==> config.mk <==
export PLATFORM = sky130hd
export DESIGN_NAME = smram_ctrl_reg
export DESIGN_NICKNAME = d
export VERILOG_FILES = /design/src/rtl/smram_pkg.sv /design/src/rtl/smram_lock_tracker.sv /design/src/rtl/smram_field_bank.sv /design/src/rtl/smram_ctrl_reg.sv
export SDC_FILE = /design/constraint.sdc
export NUM_CORES = 1
export LEC_CHECK = 0
export BUFFER_PORTS_ARGS = -buffer_cell sky130_fd_sc_hd__clkbuf_2
export CAP_MARGIN = 20
export CORE_AREA = 4 4 41 43
export DETAILED_ROUTE_END_ITERATION = 6
export DIE_AREA = 0 0 45 47
export SLEW_MARGIN = 20
export SYNTH_ARGS = -nofsm -noshare
export SYNTH_HDL_FRONTEND = slang
export SYNTH_SLANG_ARGS = --single-unit
export TNS_END_PERCENT = 100
==> constraint.sdc <==
create_clock -name clk -period 1.3 [get_ports clk]
set_input_delay 0.195 -clock clk [delete_from_list [all_inputs] [get_ports clk]]
set_output_delay 0.195 -clock clk [all_outputs]
set_load 0.005 [all_outputs]
==> src/rtl/smram_pkg.sv <==
package smram_pkg;
  localparam int REG_W     = 8;
  localparam int OPEN_POS  = 6;
  localparam int CLS_POS   = 5;
  localparam int LOCK_POS  = 4;
  localparam int GEN_POS   = 3;
  localparam int CONST_W   = 3;
  localparam logic [CONST_W-1:0] CONST_VAL = 3'b010;

  typedef struct packed {
    logic open;
    logic closed;
    logic lock;
    logic gen;
  } smram_bits_t;

  // Assemble the read-back byte from the live control bits.
  function automatic logic [REG_W-1:0] pack_rd(input smram_bits_t b);
    logic [REG_W-1:0] r;
    r = '0;
    r[OPEN_POS]        = b.open;
    r[CLS_POS]         = b.closed;
    r[LOCK_POS]        = b.lock;
    r[GEN_POS]         = b.gen;
    r[CONST_W-1:0]     = CONST_VAL;
    return r;
  endfunction

  // Next value of the open bit: cleared by any lock, writable only when unlocked.
  function automatic logic next_open(input logic cur, input logic wr,
                                     input logic wbit, input logic locked_now,
                                     input logic lock_req);
    if (locked_now || (wr && lock_req)) return 1'b0;
    if (wr) return wbit;
    return cur;
  endfunction
endpackage

==> src/rtl/smram_lock_tracker.sv <==
module smram_lock_tracker (
  input  logic clk,
  input  logic rst_n,
  input  logic wr,
  input  logic lock_req,
  output logic locked,
  output logic lock_set_evt
);
  logic lock_q;

  assign lock_set_evt = wr && lock_req && !lock_q;

  always_ff @(posedge clk or negedge rst_n) begin
    if (!rst_n) lock_q <= 1'b0;
    else if (lock_set_evt) lock_q <= 1'b1;
  end

  assign locked = lock_q;

  // the lock is sticky until reset
  assert_lock_sticky_R5: assert property (@(posedge clk) disable iff (!rst_n)
    lock_q |=> lock_q);
endmodule

==> src/rtl/smram_field_bank.sv <==
module smram_field_bank
  import smram_pkg::*;
(
  input  logic clk,
  input  logic rst_n,
  input  logic wr,
  input  logic [REG_W-1:0] wdata,
  input  logic locked,
  output logic open_q,
  output logic closed_q,
  output logic gen_q
);
  logic open_d;

  always_comb
    open_d = next_open(open_q, wr, wdata[OPEN_POS], locked, wdata[LOCK_POS]);

  always_ff @(posedge clk or negedge rst_n) begin
    if (!rst_n) begin
      open_q   <= 1'b0;
      closed_q <= 1'b0;
      gen_q    <= 1'b0;
    end else begin
      open_q <= open_d;
      if (wr) closed_q <= wdata[CLS_POS];
      if (wr && !locked) gen_q <= wdata[GEN_POS];
    end
  end

  // global enable frozen while locked
  assert_gen_frozen_R6: assert property (@(posedge clk) disable iff (!rst_n)
    locked |=> $stable(gen_q));
  // unlocked write setting open without lock raises open
  assert_open_set_R2: assert property (@(posedge clk) disable iff (!rst_n)
    (wr && !locked && wdata[OPEN_POS] && !wdata[LOCK_POS]) |=> open_q);
endmodule

==> src/rtl/smram_ctrl_reg.sv <==
module smram_ctrl_reg
  import smram_pkg::*;
(
  input  logic             clk,
  input  logic             rst_n,
  input  logic             cfg_wr,
  input  logic [REG_W-1:0] cfg_wdata,
  output logic [REG_W-1:0] cfg_rdata,
  output logic             smram_open,
  output logic             smram_closed,
  output logic             smram_locked,
  output logic             smram_global_en
);
  logic        locked;
  logic        lock_set_evt;
  smram_bits_t bits;

  smram_lock_tracker u_lock (
    .clk          (clk),
    .rst_n        (rst_n),
    .wr           (cfg_wr),
    .lock_req     (cfg_wdata[LOCK_POS]),
    .locked       (locked),
    .lock_set_evt (lock_set_evt)
  );

  smram_field_bank u_fields (
    .clk      (clk),
    .rst_n    (rst_n),
    .wr       (cfg_wr),
    .wdata    (cfg_wdata),
    .locked   (locked),
    .open_q   (bits.open),
    .closed_q (bits.closed),
    .gen_q    (bits.gen)
  );

  assign bits.lock       = locked;
  assign cfg_rdata       = pack_rd(bits);
  assign smram_open      = bits.open;
  assign smram_closed    = bits.closed;
  assign smram_locked    = bits.lock;
  assign smram_global_en = bits.gen;

  // open and lock never high together
  assert_open_vs_lock_R4: assert property (@(posedge clk) disable iff (!rst_n)
    !(smram_open && smram_locked));
  // a lock-setting write leaves open clear
  assert_lock_clears_open_R3: assert property (@(posedge clk) disable iff (!rst_n)
    lock_set_evt |=> !smram_open);
  // no write, no change
  assert_hold_R10: assert property (@(posedge clk) disable iff (!rst_n)
    !cfg_wr |=> $stable(cfg_rdata));
endmodule

== After elaboration in Yosys (flattened, before gate mapping) ==
Index checks and enable logic that the tools add are counted.

* Bits in registers: 4
* Bits of input ports: 11
* Output and inout bits: 12
* Logic and storage cells: 17

* Mux-type cells: 7
* Reduce and logical (&&, ||, !) cells: 6

{| class="wikitable"
|+ Operators with widths
! operator !! number
|-
| $mux 1 || 7
|-
| $logic_and 1x1->1 || 3
|-
| $reduce_bool 2->1 || 1
|-
| $logic_not 1->1 || 1
|-
| $logic_or 1x1->1 || 1
|}

== Longest topological paths before layout ==
* Word-level depth: 6
* Depth in mapped cells: 2
* Depth with buffers taken out: 2

== Cells and area by module ==
Synthesis repeated with hierarchy kept, for this count alone.

* Cells, all modules: 22
* Area, all modules: 244.0 um2

{| class="wikitable"
|+ Modules (own cells, without submodules)
! module !! times used !! cells each !! area an instance (um2) !! seq. area each (um2)
|-
| smram_field_bank || 1 || 9 || 133.9 || 75.1
|-
| smram_ctrl_reg || 1 || 10 || 67.6 || 0.0
|-
| smram_lock_tracker || 1 || 3 || 42.5 || 25.0
|}

== Worst setup path after synthesis ==
OpenSTA, ideal clock, no wires.

* Kind: reg-to-reg
* Start point: register u_lock.lock_q (netlist: u_lock.locked)
* End point: register u_fields.gen_q
* Setup time: 0.125 ns
* Arrival: 0.846 ns
* Required time: 1.175 ns
* Slack: 0.329 ns
* Cell stages (with the launch flop): 3
* Buffers on the path: 0
* Clock period less this slack: 0.971 ns
* Cell sequence: dfrtp_1 -> nor2b_4 -> mux2_4

* Longest elaborated chain between the ends: 2

{| class="wikitable"
|+ RTL lines
! element !! line !! source
|-
| from (decl) || smram_lock_tracker.sv:9 || <nowiki>logic lock_q;</nowiki>
|-
| from (signal assigned) || smram_lock_tracker.sv:14 || <nowiki>if (!rst_n) lock_q <= 1'b0;</nowiki>
|-
| from (signal assigned) || smram_lock_tracker.sv:15 || <nowiki>else if (lock_set_evt) lock_q <= 1'b1;</nowiki>
|-
| $logic_not 1->1 || smram_field_bank.sv:26 || <nowiki>if (wr && !locked) gen_q <= wdata[GEN_POS];</nowiki>
|-
| $logic_and 1x1->1 || smram_field_bank.sv:26 ||
|-
| to (signal assigned) || smram_field_bank.sv:26 ||
|-
| to (decl) || smram_field_bank.sv:11 || <nowiki>output logic gen_q</nowiki>
|}

No other way between the ends.
A chain may end at the register's enable or synchronous reset.

== Final worst setup path ==
* Start point: register u_lock.lock_q (netlist: u_lock.locked)
* End point: output port smram_locked

{| class="wikitable"
|+ RTL lines
! element !! line !! source
|-
| to (decl) || smram_ctrl_reg.sv:11 || <nowiki>output logic smram_locked,</nowiki>
|}

No word-level cell between the ends.

==> results.md <==
- Status: completed
- Warnings, synthesis: 0
- Setup Skew: 0.00187 ns
- DIE WIDTH: 45 um
- Psw: 70.8 uW
- Cell Area, Synth: 235 um2
- Pwr Density: 1130 nW/um2
- Clock Tree Buf Depth: 2
- Combinational share of power: 16.1%
- Initial core utilization: 18.1%
- Core box area: 1300 um2
- Clock power share: 42.4%
- Antenna violations before repair: 0
- Final Setup Violations: 0
- Commonest non-fill, non-tap cells in the layout: clkbuf_2, conb_1, dfrtp_1
- Critical path type: reg -> out
- TritonCTS clock tree: yes
- Data required time of the worst path: 1.11 ns
- CP arrival: 0.83 ns
- Root buffer cell: clkbuf_4
- I/O pin total: 23
- CP Capture Type: output port
- Fmax: 977 MHz
- WHS: 0.199 ns
- Buf+Inv Stages, Crit Path: 1
- Yosys reg bits: 4
- Lkg Pwr: 0.000167 uW
- Initial DRC count: 0
- Worst skew pair latency: 0.23 ns
- DR DRC count: 0
- Startpoint Class: register
- CTS sink cnt: 4
- Period utilisation layout: 78.8%
- Slowest CP cell: dfrtp_1
- Cell family with most CP delay: flip-flops
- Maximum vdd drop: 0.200 mV
- Slowest stage delay, CP: 0.45 ns
- Tot GR Track Use: 4.60%
- Int Pwr: 272 uW
- Largest net degree at the start of global routing: 7
- Synth unique cells: 9
- Largest fanout on the critical path: 6
- Crit path time final: 1.02 ns
- Most common cell after layout, fill and taps aside: clkbuf_2
- Min-Delay Path Class: in -> reg
- Number of global-route vias before repair: 154
- Final Slew Violations: 0
- Final Hold Vio Count: 0
- Row Count: 13
- Vias/cell: 3.40
- DR WL/cell: 8.42 um
- Number of port buffers: 14
- Worst-path clk slew: 0.04 ns
- DIE HEIGHT: 47 um
- Post-route ant nets: 0
- Fin nets: 46
- Sequential share of power: 41.5%
- Worst-path cell chain: clkbuf_2
- Post-synthesis cell count: 21
- Sw Share: 20.7%
- Total power: 343 uW
- First-pass GRT wire length: 572 um
- Register area share after synthesis: 42.6%
- Layout area overhead: 29.3%
- Area share of the largest cell type after synthesis: 42.6%
- Fillers: 142
- Via Count: 163
- Syn_area_per_cell: 11.2 um2
- Cell taking the most area after synthesis: dfrtp_1
- Fraction of layout cells with a size suffix above 1: 66.7%
- Final Util: 23.4%
- Die area: 2120 um2
- Wirelength, routed: 404 um
- Top post-synthesis cells by area: dfrtp_1, buf_4, mux2_4, nor2b_4, a32o_2
- Final GP Congestion: 0.631
- Drt pass-1 iters: 1
- Gr ovfl total: 0
- Final TNS setup: 0 ns
- CTS H-tree lvls: 1
- Max_cap viols: 0
- N_diodes: 0
- RSZ-0062 raised after global routing: no
- Cts repair resizes: 0
- CTS Buf Count: 3
==> power by group through the flow <==
| stage | combinational, uW | clock (uW) | sequential (uW) |
|---|---|---|---|
| CTS | 56.6 | 156 | 143 |
| floorplan | 41.4 | 0 | 145 |
| detailed placement | 54.1 | 0 | 145 |
| finish | 55.2 | 145 | 143 |
| global placement | 54.1 | 0 | 144 |
| global route | 62.0 | 162 | 144 |
==> path summary, 6_finish.rpt <==
path	from	to	slack, ns	depth (start not counted)
min in group asynchronous	rst_n	u_lock.locked	0.31	2
worst max register to register	u_lock.locked	u_fields.gen_q	0.31	2
worst min register to register	u_fields.closed_q	u_fields.closed_q	0.53	1
worst max-delay path	u_lock.locked	smram_locked	0.28	1
worst min-delay path	cfg_wdata[4]	u_lock.locked	0.20	2
max in group asynchronous	rst_n	u_fields.open_q	0.87	2
==> layer usage <==
| layer | global-route usage [%] | part of all wire, % |
|---|---|---|
| met1 | 3.00 | 28 |
| met2 | 6.78 | 53 |
| met3 | 3.45 | 18 |
| met4 | 7.02 | 0 |
| met5 | 0 | 0 |
==> registers in the layout, indices dropped and copies added (netlist names) <==
| name | flops |
|---|---|
| u_lock.locked | 1 |
| u_fields.closed_q | 1 |
| u_fields.gen_q | 1 |
| u_fields.open_q | 1 |
==> synthesized netlist by cell type (all sizes together) <==
library cell,n
mux2,2
nor2b,1
dfrtp,4
buf,8
conb,2
a32o,1
a21o,1
nor2,2
==> final cells by class <==
cell class                      instances  area (um2)  share of cell area [%]
Clock buffer                            3        22.5                    7.41
Multi-Input combinational cell         11        82.6                    27.2
Sequential cell                         4         100                    32.9
Tap cell                               15        18.8                    6.17
Timing Repair Buffer                   15        80.1                    26.3
==> cell families (layout without fill, tap and decap cells) <==
kind of cell | count (synthesis) | count (layout) | share of synthesized area [%]
simple gates | 3 | 3 | 9.04
buf+inv | 8 | 18 | 25.5
mux | 2 | 2 | 11.2
compound gates | 2 | 2 | 8.51
other cells | 2 | 4 | 3.19
flops | 4 | 4 | 42.6
==> per-stage QoR <==
step | instance area [um2] | worst slack (ns) | instances
floorplan | 243 | 0.329 | 23
global placement | 272 | 0.316 | 44
detailed placement | 272 | 0.319 | 44
CTS | 304 | 0.263 | 48
global route | 304 | 0.231 | 48
finish | 304 | 0.276 | 48
==> repair_timing <==
| item | CTS | global route |
|---|---|---|
| buffers inserted | 0 | 0 |
| hold buffers | 1 | 0 |
| hold endpoints to repair | 4 | 0 |
(Power assumes the default switching activity.)
